--- src/rtl/irc_pkg.sv ---
package irc_pkg;

  // Bus window byte offsets
  localparam logic [4:0] OFS_INDEX  = 5'h00;
  localparam logic [4:0] OFS_WINDOW = 5'h10;

  // Internal register indices
  localparam logic [7:0] IDX_ID    = 8'h00;
  localparam logic [7:0] IDX_VER   = 8'h01;
  localparam logic [7:0] IDX_ARB   = 8'h02;
  localparam logic [7:0] IDX_TABLE = 8'h10;

  // Bit positions inside the low half of an entry
  localparam int B_DMODE = 11;
  localparam int B_PEND  = 12;
  localparam int B_POL   = 13;
  localparam int B_RIRR  = 14;
  localparam int B_TRIG  = 15;
  localparam int B_MASK  = 16;

  typedef struct packed {
    logic [7:0] dest;
    logic       mask;
    logic       trig;
    logic       pol;
    logic       dmode;
    logic [2:0] dlv;
    logic [7:0] vec;
  } irc_entry_t;

  localparam irc_entry_t ENTRY_RST = '{dest: 8'h00, mask: 1'b1, trig: 1'b0,
                                       pol: 1'b0, dmode: 1'b0, dlv: 3'b000,
                                       vec: 8'h00};

endpackage

--- src/rtl/irc_regfile.sv ---
module irc_regfile
  import irc_pkg::*;
#(
  parameter int         NUM_PINS = 24,
  parameter logic [7:0] VERSION  = 8'h20
) (
  input  logic                            clk,
  input  logic                            rst_n,
  input  logic                            bus_en,
  input  logic                            bus_wr,
  input  logic [4:0]                      bus_addr,
  input  logic [31:0]                     bus_wdata,
  output logic [31:0]                     bus_rdata,
  input  logic [NUM_PINS-1:0]             pending,
  input  logic [NUM_PINS-1:0]             rirr_set,
  input  logic                            eoi_valid,
  input  logic [7:0]                      eoi_vector,
  output irc_entry_t [NUM_PINS-1:0]       entries,
  output logic [NUM_PINS-1:0]             rirr
);

  localparam logic [8:0] TABLE_SPAN = 9'(2 * NUM_PINS);

  logic [7:0]                  index_q, index_d;
  logic [7:0]                  id_q, id_d;
  irc_entry_t [NUM_PINS-1:0]   ent_q, ent_d;
  logic [NUM_PINS-1:0]         rirr_q, rirr_d;

  logic       idx_sel, win_sel, tbl_hit, hi_half;
  logic [7:0] ent_off, ent_num;
  irc_entry_t rd_ent;
  logic       rd_pend, rd_rirr;
  logic       unused_wbits;

  assign idx_sel = bus_en && (bus_addr == OFS_INDEX);
  assign win_sel = bus_en && (bus_addr == OFS_WINDOW);
  assign ent_off = index_q - IDX_TABLE;
  assign ent_num = {1'b0, ent_off[7:1]};
  assign hi_half = index_q[0];
  assign tbl_hit = (index_q >= IDX_TABLE) && ({1'b0, ent_off} < TABLE_SPAN);

  assign unused_wbits = ^{bus_wdata[23:17], bus_wdata[B_RIRR], bus_wdata[B_PEND]};

  // Next state: index, ID, entries
  always_comb begin
    index_d = index_q;
    id_d    = id_q;
    ent_d   = ent_q;
    if (idx_sel && bus_wr) begin
      index_d = bus_wdata[7:0];
    end
    if (win_sel && bus_wr) begin
      if (index_q == IDX_ID) begin
        id_d = bus_wdata[31:24];
      end
      for (int i = 0; i < NUM_PINS; i++) begin
        if (tbl_hit && (ent_num == 8'(i))) begin
          if (hi_half) begin
            ent_d[i].dest = bus_wdata[31:24];
          end else begin
            ent_d[i].vec   = bus_wdata[7:0];
            ent_d[i].dlv   = bus_wdata[10:8];
            ent_d[i].dmode = bus_wdata[B_DMODE];
            ent_d[i].pol   = bus_wdata[B_POL];
            ent_d[i].trig  = bus_wdata[B_TRIG];
            ent_d[i].mask  = bus_wdata[B_MASK];
          end
        end
      end
    end
  end

  // Next state: remote IRR; a new acceptance wins over a same-cycle EOI
  always_comb begin
    for (int i = 0; i < NUM_PINS; i++) begin
      rirr_d[i] = rirr_q[i];
      if (eoi_valid && (eoi_vector == ent_q[i].vec)) begin
        rirr_d[i] = 1'b0;
      end
      if (rirr_set[i]) begin
        rirr_d[i] = 1'b1;
      end
    end
  end

  // Read path
  always_comb begin
    rd_ent  = ENTRY_RST;
    rd_pend = 1'b0;
    rd_rirr = 1'b0;
    for (int i = 0; i < NUM_PINS; i++) begin
      if (ent_num == 8'(i)) begin
        rd_ent  = ent_q[i];
        rd_pend = pending[i];
        rd_rirr = rirr_q[i];
      end
    end
  end

  always_comb begin
    bus_rdata = 32'h0;
    if (bus_en && (bus_addr == OFS_INDEX)) begin
      bus_rdata = {24'h0, index_q};
    end else if (win_sel) begin
      if (index_q == IDX_ID) begin
        bus_rdata = {id_q, 24'h0};
      end else if (index_q == IDX_VER) begin
        bus_rdata = {8'h00, 8'(NUM_PINS - 1), 8'h00, VERSION};
      end else if (index_q == IDX_ARB) begin
        bus_rdata = {4'h0, id_q[3:0], 24'h0};
      end else if (tbl_hit) begin
        if (hi_half) begin
          bus_rdata = {rd_ent.dest, 24'h0};
        end else begin
          bus_rdata = {15'h0, rd_ent.mask, rd_ent.trig, rd_rirr, rd_ent.pol,
                       rd_pend, rd_ent.dmode, rd_ent.dlv, rd_ent.vec};
        end
      end
    end
  end

  // Registers
  always_ff @(posedge clk or negedge rst_n) begin
    if (!rst_n) begin
      index_q <= 8'h00;
      id_q    <= 8'h00;
      rirr_q  <= '0;
      for (int i = 0; i < NUM_PINS; i++) begin
        ent_q[i] <= ENTRY_RST;
      end
    end else begin
      index_q <= index_d;
      id_q    <= id_d;
      rirr_q  <= rirr_d;
      ent_q   <= ent_d;
    end
  end

  assign entries = ent_q;
  assign rirr    = rirr_q;

endmodule

--- src/rtl/irc_pin_sense.sv ---
module irc_pin_sense (
  input  logic clk,
  input  logic rst_n,
  input  logic pin,
  input  logic pol,
  input  logic trig,
  input  logic mask,
  input  logic rirr,
  input  logic ack,
  output logic pend
);

  logic sync1_q, sync2_q;
  logic act_q;
  logic pend_q, pend_d;
  logic act, edge_ev, lvl_ev;

  // Polarity-corrected synchronised level
  assign act     = sync2_q ^ pol;
  assign edge_ev = !trig && act && !act_q && !mask;
  assign lvl_ev  = trig && act && !mask && !rirr;

  always_comb begin
    if (ack) begin
      pend_d = edge_ev;
    end else begin
      pend_d = pend_q | edge_ev | lvl_ev;
    end
  end

  // The edge history follows the pin whether masked or not
  always_ff @(posedge clk or negedge rst_n) begin
    if (!rst_n) begin
      sync1_q <= 1'b0;
      sync2_q <= 1'b0;
      act_q   <= 1'b0;
      pend_q  <= 1'b0;
    end else begin
      sync1_q <= pin;
      sync2_q <= sync1_q;
      act_q   <= act;
      pend_q  <= pend_d;
    end
  end

  assign pend = pend_q;

endmodule

--- src/rtl/irc_arbiter.sv ---
module irc_arbiter
  import irc_pkg::*;
#(
  parameter int NUM_PINS = 24
) (
  input  logic                      clk,
  input  logic                      rst_n,
  input  logic [NUM_PINS-1:0]       pending,
  input  irc_entry_t [NUM_PINS-1:0] entries,
  input  logic                      msg_ready,
  output logic                      msg_valid,
  output logic [7:0]                msg_vector,
  output logic [2:0]                msg_dlv_mode,
  output logic                      msg_dest_mode,
  output logic [7:0]                msg_dest,
  output logic                      msg_level,
  output logic [NUM_PINS-1:0]       ack,
  output logic [NUM_PINS-1:0]       rirr_set
);

  logic [NUM_PINS-1:0] sel_oh;
  logic [NUM_PINS-1:0] grant_q, grant_d;
  irc_entry_t          sel_ent;
  logic                load, hs;
  logic                valid_q, valid_d;
  logic [7:0]          vec_q, dest_q;
  logic [2:0]          dlv_q;
  logic                dmode_q, lvl_q;
  logic                unused_fields;

  // Lowest set bit wins
  assign sel_oh = pending & (~pending + 1'b1);

  always_comb begin
    sel_ent = ENTRY_RST;
    for (int i = 0; i < NUM_PINS; i++) begin
      if (sel_oh[i]) begin
        sel_ent = entries[i];
      end
    end
  end

  assign unused_fields = ^{sel_ent.mask, sel_ent.pol};

  assign load = !valid_q && (pending != '0);
  assign hs   = valid_q && msg_ready;

  always_comb begin
    valid_d = valid_q;
    grant_d = grant_q;
    if (hs) begin
      valid_d = 1'b0;
    end else if (load) begin
      valid_d = 1'b1;
      grant_d = sel_oh;
    end
  end

  always_ff @(posedge clk or negedge rst_n) begin
    if (!rst_n) begin
      valid_q <= 1'b0;
      grant_q <= '0;
    end else begin
      valid_q <= valid_d;
      grant_q <= grant_d;
    end
  end

  // Message payload, captured only on load
  always_ff @(posedge clk or negedge rst_n) begin
    if (!rst_n) begin
      vec_q   <= 8'h00;
      dest_q  <= 8'h00;
      dlv_q   <= 3'b000;
      dmode_q <= 1'b0;
      lvl_q   <= 1'b0;
    end else if (load) begin
      vec_q   <= sel_ent.vec;
      dest_q  <= sel_ent.dest;
      dlv_q   <= sel_ent.dlv;
      dmode_q <= sel_ent.dmode;
      lvl_q   <= sel_ent.trig;
    end
  end

  assign ack           = hs ? grant_q : '0;
  assign rirr_set      = (hs && lvl_q) ? grant_q : '0;
  assign msg_valid     = valid_q;
  assign msg_vector    = vec_q;
  assign msg_dlv_mode  = dlv_q;
  assign msg_dest_mode = dmode_q;
  assign msg_dest      = dest_q;
  assign msg_level     = lvl_q;

endmodule

--- src/rtl/irq_redirect_ctrl.sv ---
module irq_redirect_ctrl
  import irc_pkg::*;
#(
  parameter int         NUM_PINS = 24,
  parameter logic [7:0] VERSION  = 8'h20
) (
  input  logic                clk,
  input  logic                rst_n,
  input  logic [NUM_PINS-1:0] irq_pins,
  input  logic                bus_en,
  input  logic                bus_wr,
  input  logic [4:0]          bus_addr,
  input  logic [31:0]         bus_wdata,
  output logic [31:0]         bus_rdata,
  output logic                msg_valid,
  input  logic                msg_ready,
  output logic [7:0]          msg_vector,
  output logic [2:0]          msg_dlv_mode,
  output logic                msg_dest_mode,
  output logic [7:0]          msg_dest,
  output logic                msg_level,
  input  logic                eoi_valid,
  input  logic [7:0]          eoi_vector
);

  irc_entry_t [NUM_PINS-1:0] ent_w;
  logic [NUM_PINS-1:0]       pend_w;
  logic [NUM_PINS-1:0]       rirr_w;
  logic [NUM_PINS-1:0]       ack_w;
  logic [NUM_PINS-1:0]       rset_w;

  irc_regfile #(.NUM_PINS(NUM_PINS), .VERSION(VERSION)) u_regs (
    .clk        (clk),
    .rst_n      (rst_n),
    .bus_en     (bus_en),
    .bus_wr     (bus_wr),
    .bus_addr   (bus_addr),
    .bus_wdata  (bus_wdata),
    .bus_rdata  (bus_rdata),
    .pending    (pend_w),
    .rirr_set   (rset_w),
    .eoi_valid  (eoi_valid),
    .eoi_vector (eoi_vector),
    .entries    (ent_w),
    .rirr       (rirr_w)
  );

  for (genvar g = 0; g < NUM_PINS; g++) begin : g_pin
    irc_pin_sense u_sense (
      .clk   (clk),
      .rst_n (rst_n),
      .pin   (irq_pins[g]),
      .pol   (ent_w[g].pol),
      .trig  (ent_w[g].trig),
      .mask  (ent_w[g].mask),
      .rirr  (rirr_w[g]),
      .ack   (ack_w[g]),
      .pend  (pend_w[g])
    );
  end

  irc_arbiter #(.NUM_PINS(NUM_PINS)) u_arb (
    .clk           (clk),
    .rst_n         (rst_n),
    .pending       (pend_w),
    .entries       (ent_w),
    .msg_ready     (msg_ready),
    .msg_valid     (msg_valid),
    .msg_vector    (msg_vector),
    .msg_dlv_mode  (msg_dlv_mode),
    .msg_dest_mode (msg_dest_mode),
    .msg_dest      (msg_dest),
    .msg_level     (msg_level),
    .ack           (ack_w),
    .rirr_set      (rset_w)
  );

endmodule

--- config.mk ---
export PLATFORM = sky130hd
export DESIGN_NAME = irq_redirect_ctrl
export DESIGN_NICKNAME = d
export VERILOG_FILES = /design/src/rtl/irc_pkg.sv /design/src/rtl/irc_regfile.sv /design/src/rtl/irc_pin_sense.sv /design/src/rtl/irc_arbiter.sv /design/src/rtl/irq_redirect_ctrl.sv
export SDC_FILE = /design/constraint.sdc
export NUM_CORES = 2
export LEC_CHECK = 0
export ABC_AREA = 1
export BUFFER_PORTS_ARGS = -buffer_cell sky130_fd_sc_hd__buf_2
export CORE_MARGIN = 1.5
export CORE_UTILIZATION = 25
export DETAILED_ROUTE_END_ITERATION = 7
export SYNTH_ARGS = -nofsm -noshare
export SYNTH_HDL_FRONTEND = slang
export SYNTH_HIERARCHICAL = 1
export SYNTH_SLANG_ARGS = --single-unit
--- constraint.sdc ---
create_clock -name clk -period 7 [get_ports clk]
set_input_delay 0.7 -clock clk [delete_from_list [all_inputs] [get_ports clk]]
set_output_delay 0.7 -clock clk [all_outputs]
set_load 0.01 [all_outputs]
Yosys cells after proc, flatten, opt, wreduce, memory -nomap -nowiden:

Index checks and enable logic that the tools add are counted.

* flip-flop bits (word level): 734
* output and inout port bits: 54

* bitwise gates (word level): 76
* eq/ne operators: 50
* reductions and logical operators: 376
* $lt $le $gt $ge: 2
* multiplexer cells: 179
* add/subtract/negate cells: 2

Operator list (number)
* $mux 23: 48
* $mux 32: 7
* $logic_and 1x1->1: 200
* $eq 8x8->1: 24
* $reduce_and 3->1: 48
* $mux 1: 122
* $logic_not 1->1: 97
* $eq 7x4->1 const B: 8
* $eq 7x5->1 const B: 8
* $reduce_bool 2->1: 25
* $mux 24: 2
* $or 1x1->1: 48
* $eq 7x3->1 const B: 4
* $add 24x1->24 const B: 1
* $and 24x24->24: 1
* $not 24->24: 1
* $reduce_bool 24->1: 1
* $xor 1x1->1: 24
* $logic_not 8->1: 2
* $eq 7x2->1 const B: 2
* $eq 8x1->1 const B: 1
* $eq 8x2->1 const B: 1
* $ge 8x5->1 const B: 1
* $lt 8x6->1 const B: 1
* 6 further kinds: 8

Longest topological paths before layout:

* depth in word-level cells: 33
* gate-level depth with buffers: 25
* gate-level depth less buffers: 24

Cells and area by module:

The synthesis kept the hierarchy.

By module, submodules not included
* irc_regfile: times used 1, area an instance 28642.5 µm², cells each 3649
* irc_arbiter: times used 1, area an instance 6718.9 µm², cells each 1328
* irc_pin_sense: times used 24, area an instance 151.4 µm², cells each 16

Worst setup path after synthesis:

OpenSTA, ideal clock, no wires.

* path type: flip-flop to output port
* start: reg u_regs.index_q[4]
* end: out bus_rdata[26]
* stages on the path, launching flop included: 26
* data arrival time: 2.554 ns
* path slack: 3.746 ns
* path buffers: 1
* path through: dfrtp_1 -> inv_2 -> ha_1 -> inv_1 -> nand2_1 -> nand3_2 -> nor2_8 -> inv_2 -> nor2_2 -> buf_2 -> nand2_1 -> nand4_1 -> nand2_1 -> nand4_1 -> nand2_1 -> nand3_1 -> nand2_1 -> nand3_1 -> nand2_1 -> nand3_1 -> nand2_1 -> nand3_1 -> nand2_1 -> nand2_1 -> nand2_1 -> a21oi_1

* word-level cells in the longest chain between the ends: 33
* elaborated cells between the ends (all ways): 62

RTL lines
* start, declared: line irc_regfile.sv:24 `logic [7:0] index_q, index_d;`
* start signal, assigned: line irc_regfile.sv:132 `index_q <= index_d;`
* $sub 8x5->8: line irc_regfile.sv:37 `assign ent_off = index_q - IDX_TABLE;`
* $logic_not 8->1: line irc_regfile.sv:92 `if (ent_num == 8'(i)) begin`
* $mux 23 (24 in a row): line irc_regfile.sv:92
* $mux 32: line irc_regfile.sv:112 `if (hi_half) begin`
* $mux 32: line irc_regfile.sv:111 `end else if (tbl_hit) begin`
* $mux 32: line irc_regfile.sv:109 `end else if (index_q == IDX_ARB) begin`
* $mux 32: line irc_regfile.sv:107 `end else if (index_q == IDX_VER) begin`
* $mux 32 (*): line irc_regfile.sv:105 `if (index_q == IDX_ID) begin`
* $mux 32 (*): line irc_regfile.sv:104 `end else if (win_sel) begin`
* $mux 32 (*): line irc_regfile.sv:102 `if (bus_en && (bus_addr == OFS_INDEX)) begin`
* end, declared: line irq_redirect_ctrl.sv:14 `output logic [31:0] bus_rdata,`

Every way passes the cells marked *; elsewhere a longest branch is shown, timed or not.

Worst setup path in the final report:

* start: reg u_regs.index_q[4]
* end: out bus_rdata[29]

The elaborated chain is that of the path after synthesis.

==> flow_summary.json <==
{
  "synthesis.area_um2": 38990,
  "antenna_found_initial": 8,
  "via_count": 37620,
  "synth_top_area_share_pct": 45.56,
  "yosysTopAreaCell": "dfrtp_1",
  "nets": 5410,
  "grt_max_degree": 149,
  "cp.required_ps": 6300,
  "postCtsHoldBufs": 0,
  "yosys_warnings": 6,
  "setup_viol": 0,
  "tightestPinTransition_ps": 1281,
  "diodes": 0,
  "coreArea_um2": 154400,
  "synth_cell_types": 57,
  "postLayoutCellArea_um2": 44490,
  "insertion_delay_ps": 670,
  "worstPathArrival_ps": 5300,
  "fin_crit_sh_pct": 85.77,
  "die_w_um": 397.9,
  "htreeDepth": 3,
  "relSlewSlack_pct": 14.31,
  "syn_to_final_growth_pct": 14.10,
  "grt_pass1_wl_um": 232400,
  "powerDensity_nw_per_um2": 234.5,
  "synthTopCellsByArea": "dfrtp_1 (46%), nand2_1 (16%), o21ai_0 (8.5%)",
  "clk_pin_slew_ps": 60,
  "rsz0062_at_grt": "no",
  "die_area_um2": 158400,
  "drt_iter0_drc": 4443,
  "detail-route-antenna-nets": 0,
  "clock.fmax_ghz": 0.1666,
  "leakagePower_uw": 0.01915,
  "ys_async_sr_fraction_pct": 100.0,
  "globalRouteTotalUtil_pct": 19.58,
  "drc": 1,
  "firstDrtPassIters": 8,
  "gp_congestion": 0.9543,
  "drt_wl_total_um": 158800,
  "drive_gt1_share_pct": 9.094,
  "path_max_fanout": 24,
  "hold_violations": 0,
  "final_cell_count_no_fill": 7443,
  "port_buffers": 115,
  "place_area_um2": 41470,
  "endpoint_kind": "primary output",
  "synth_edf_count": 0,
  "final.setup_skew_ps": 21.36,
  "outcome": "finished with violations",
  "synthCells": 5361,
  "rows": 144,
  "hp-class": "input port to async pin",
  "startpoint_type": "register",
  "postCtsSetupBuffers": 0,
  "slew_violations": 0,
  "cts_tree": "built",
  "grt_pass1_vias": 34730,
  "dieHeight_um": 397.9,
  "max_cap_viol_count": 0,
  "dp_hpwl_um": 111400,
  "yosys_most_used_dff": "dfrtp_1",
  "violations": "DRC",
  "viasPerCell": 5.055,
  "cts_root_buf": "clkbuf_16",
  "placed_cells": 7288,
  "initial_utilization_pct": 25.25,
  "cts.repair.resized": 0,
  "ios": 129,
  "ir_drop_mv": 0.1876,
  "path_class": "register to primary output",
  "grt_overflow_total": 0,
  "setup-tns-final_ps": 0,
  "ys_seq_area_share_pct": 47.18,
  "finalCriticalPeriod_ps": 6004,
  "fill_cells": 16670,
  "ys_seq_elements": 734,
  "routedWlPerCell_um": 21.34,
  "cts_buffers": 87,
  "avgSynthCellArea_um2": 7.274,
  "cts_num_sinks": 734,
  "cts_buffer_depth": 3
}
## synthesized netlist by cell type, types with 16 or more instances
master,count
nand2_1,1703
dfrtp_1,710
o21ai_0,661
nor2_1,551
inv_1,466
clkbuf_1,243
nand4_1,213
nand3_1,195
a21oi_1,157
or2_2,56
buf_2,41
nand2_2,28
o22ai_1,26
inv_2,25
dfstp_2,24
xor2_1,24
a2111oi_0,23
xnor2_1,23
o2111ai_1,18
a21o_1,17
or2_0,16
## final cells by class
type                            instances  area [µm²]  share of cell area [%]
Multi-Input combinational cell       3832       17540                   39.42
Sequential cell                       734       18400                   41.35
Inverter                              496        1862                   4.184
Clock inverter                         33       498.0                   1.119
Timing Repair Buffer                  182        1114                   2.503
Tap cell                             2044        2557                   5.748
Clock buffer                          122        2524                   5.672
## layer usage
layer	GRT usage [%]	routed length, µm	vias to the layer above
met2	30.82	71640	1876
met3	4.218	15160	332
met1	26.27	66270	18190
met5	0	41	-
li1	-	-	17210
met4	7.129	5705	6
## worst max-delay path, cell delays in order, from the launching register on
cell and delay, ps:
dfrtp_1 450, inv_2 100, ha_1 230, nand2_1 130
nand3_2 130, nor2_8 370, nand2_1 350, inv_2 590
nor2_1 110, o21ai_1 190, nand4_1 200, nand2_1 130
nand4_1 190, nor2_1 280, nand4_1 210, nor3_1 260
nand4_1 150, nor2_1 120, nand4_1 110, nand2_1 90
a21oi_1 70, buf_2 160
## path summary, 6_finish.rpt
kind                                          startpoint                         to  slack [ps]  depth (start not counted)
worst max-delay path                   u_regs/index_q[4]              bus_rdata[29]        1000                         21
min in group clk                            irq_pins[21]  g_pin[21].u_sense/sync1_q         140                          1
worst min-delay path                               rst_n   g_pin[5].u_sense/sync1_q          90                          1
max in group asynchronous                          rst_n  g_pin[13].u_sense/sync1_q        5250                          2
worst min register to register  g_pin[7].u_sense/sync1_q   g_pin[7].u_sense/sync2_q         340                          0
worst max register to register     g_pin[0].u_sense/pend      u_arb/msg_dlv_mode[0]        1990                         17
## layout by cell type, fill, tap and decap left out, drive strengths merged, types with 10 or more instances in the layout
cell,count
a21oi,157
bufinv,12
o22ai,26
a21o,17
dfstp,24
nand2,1734
nor3,16
clkinv,20
nand4,213
nor4,10
inv,493
xor2,24
clkbuf,122
nand3,199
xnor2,23
nor2,565
o21ai,672
buf,182
a2111oi,23
o2111ai,18
or2,74
dfrtp,710
## sequential cells by signal, summed over array words and instances (netlist names)
signal,count
g_pin.u_sense/sync2_q,24
u_arb/grant_q,24
u_arb/msg_vector,8
u_arb/msg_valid,1
u_arb/msg_dest,8
u_regs/entries,552
g_pin.u_sense/act_q,24
u_arb/msg_level,1
g_pin.u_sense/pend,24
u_arb/msg_dest_mode,1
u_arb/msg_dlv_mode,3
u_regs/index_q,8
u_regs/id_q,8
g_pin.u_sense/sync1_q,24
u_regs/rirr,24
## report_power, final
part / total [µW] / internal [µW] / switching, µW
clock network: 4870 / 2950 / 1910
registers: 4450 / 4340 / 113
logic: 1110 / 244 / 869
## stage by stage
| step | hold WS [ps] | util [%] | total power (µW) | worst slack (ps) |
|---|---|---|---|---|
| 2_1_floorplan | 331.2 | - | 5036 | 3746 |
| 3_3_place_gp | 333.4 | 26.86 | 5621 | 1888 |
| 3_5_place_dp | 334.7 | 26.86 | 5621 | 1895 |
| 4_1_cts | 109.6 | 28.82 | 10480 | 1165 |
| 5_1_grt | 117.3 | 28.82 | 10760 | 837.9 |
| 6_report | 87.97 | 28.82 | 10430 | 996.2 |
## kinds of logic after synthesis
family | count (synthesis) | synth area share (%)
flops | 734 | 47.18
buf+inv | 798 | 7.977
compound gates | 952 | 13.15
xor+xnor | 47 | 1.056
fa+ha+maj | 2 | 0.06416
other cells | 1 | 0.009617
simple gates | 2827 | 30.57
No activity file was read; power rests on OpenSTA's default activity.
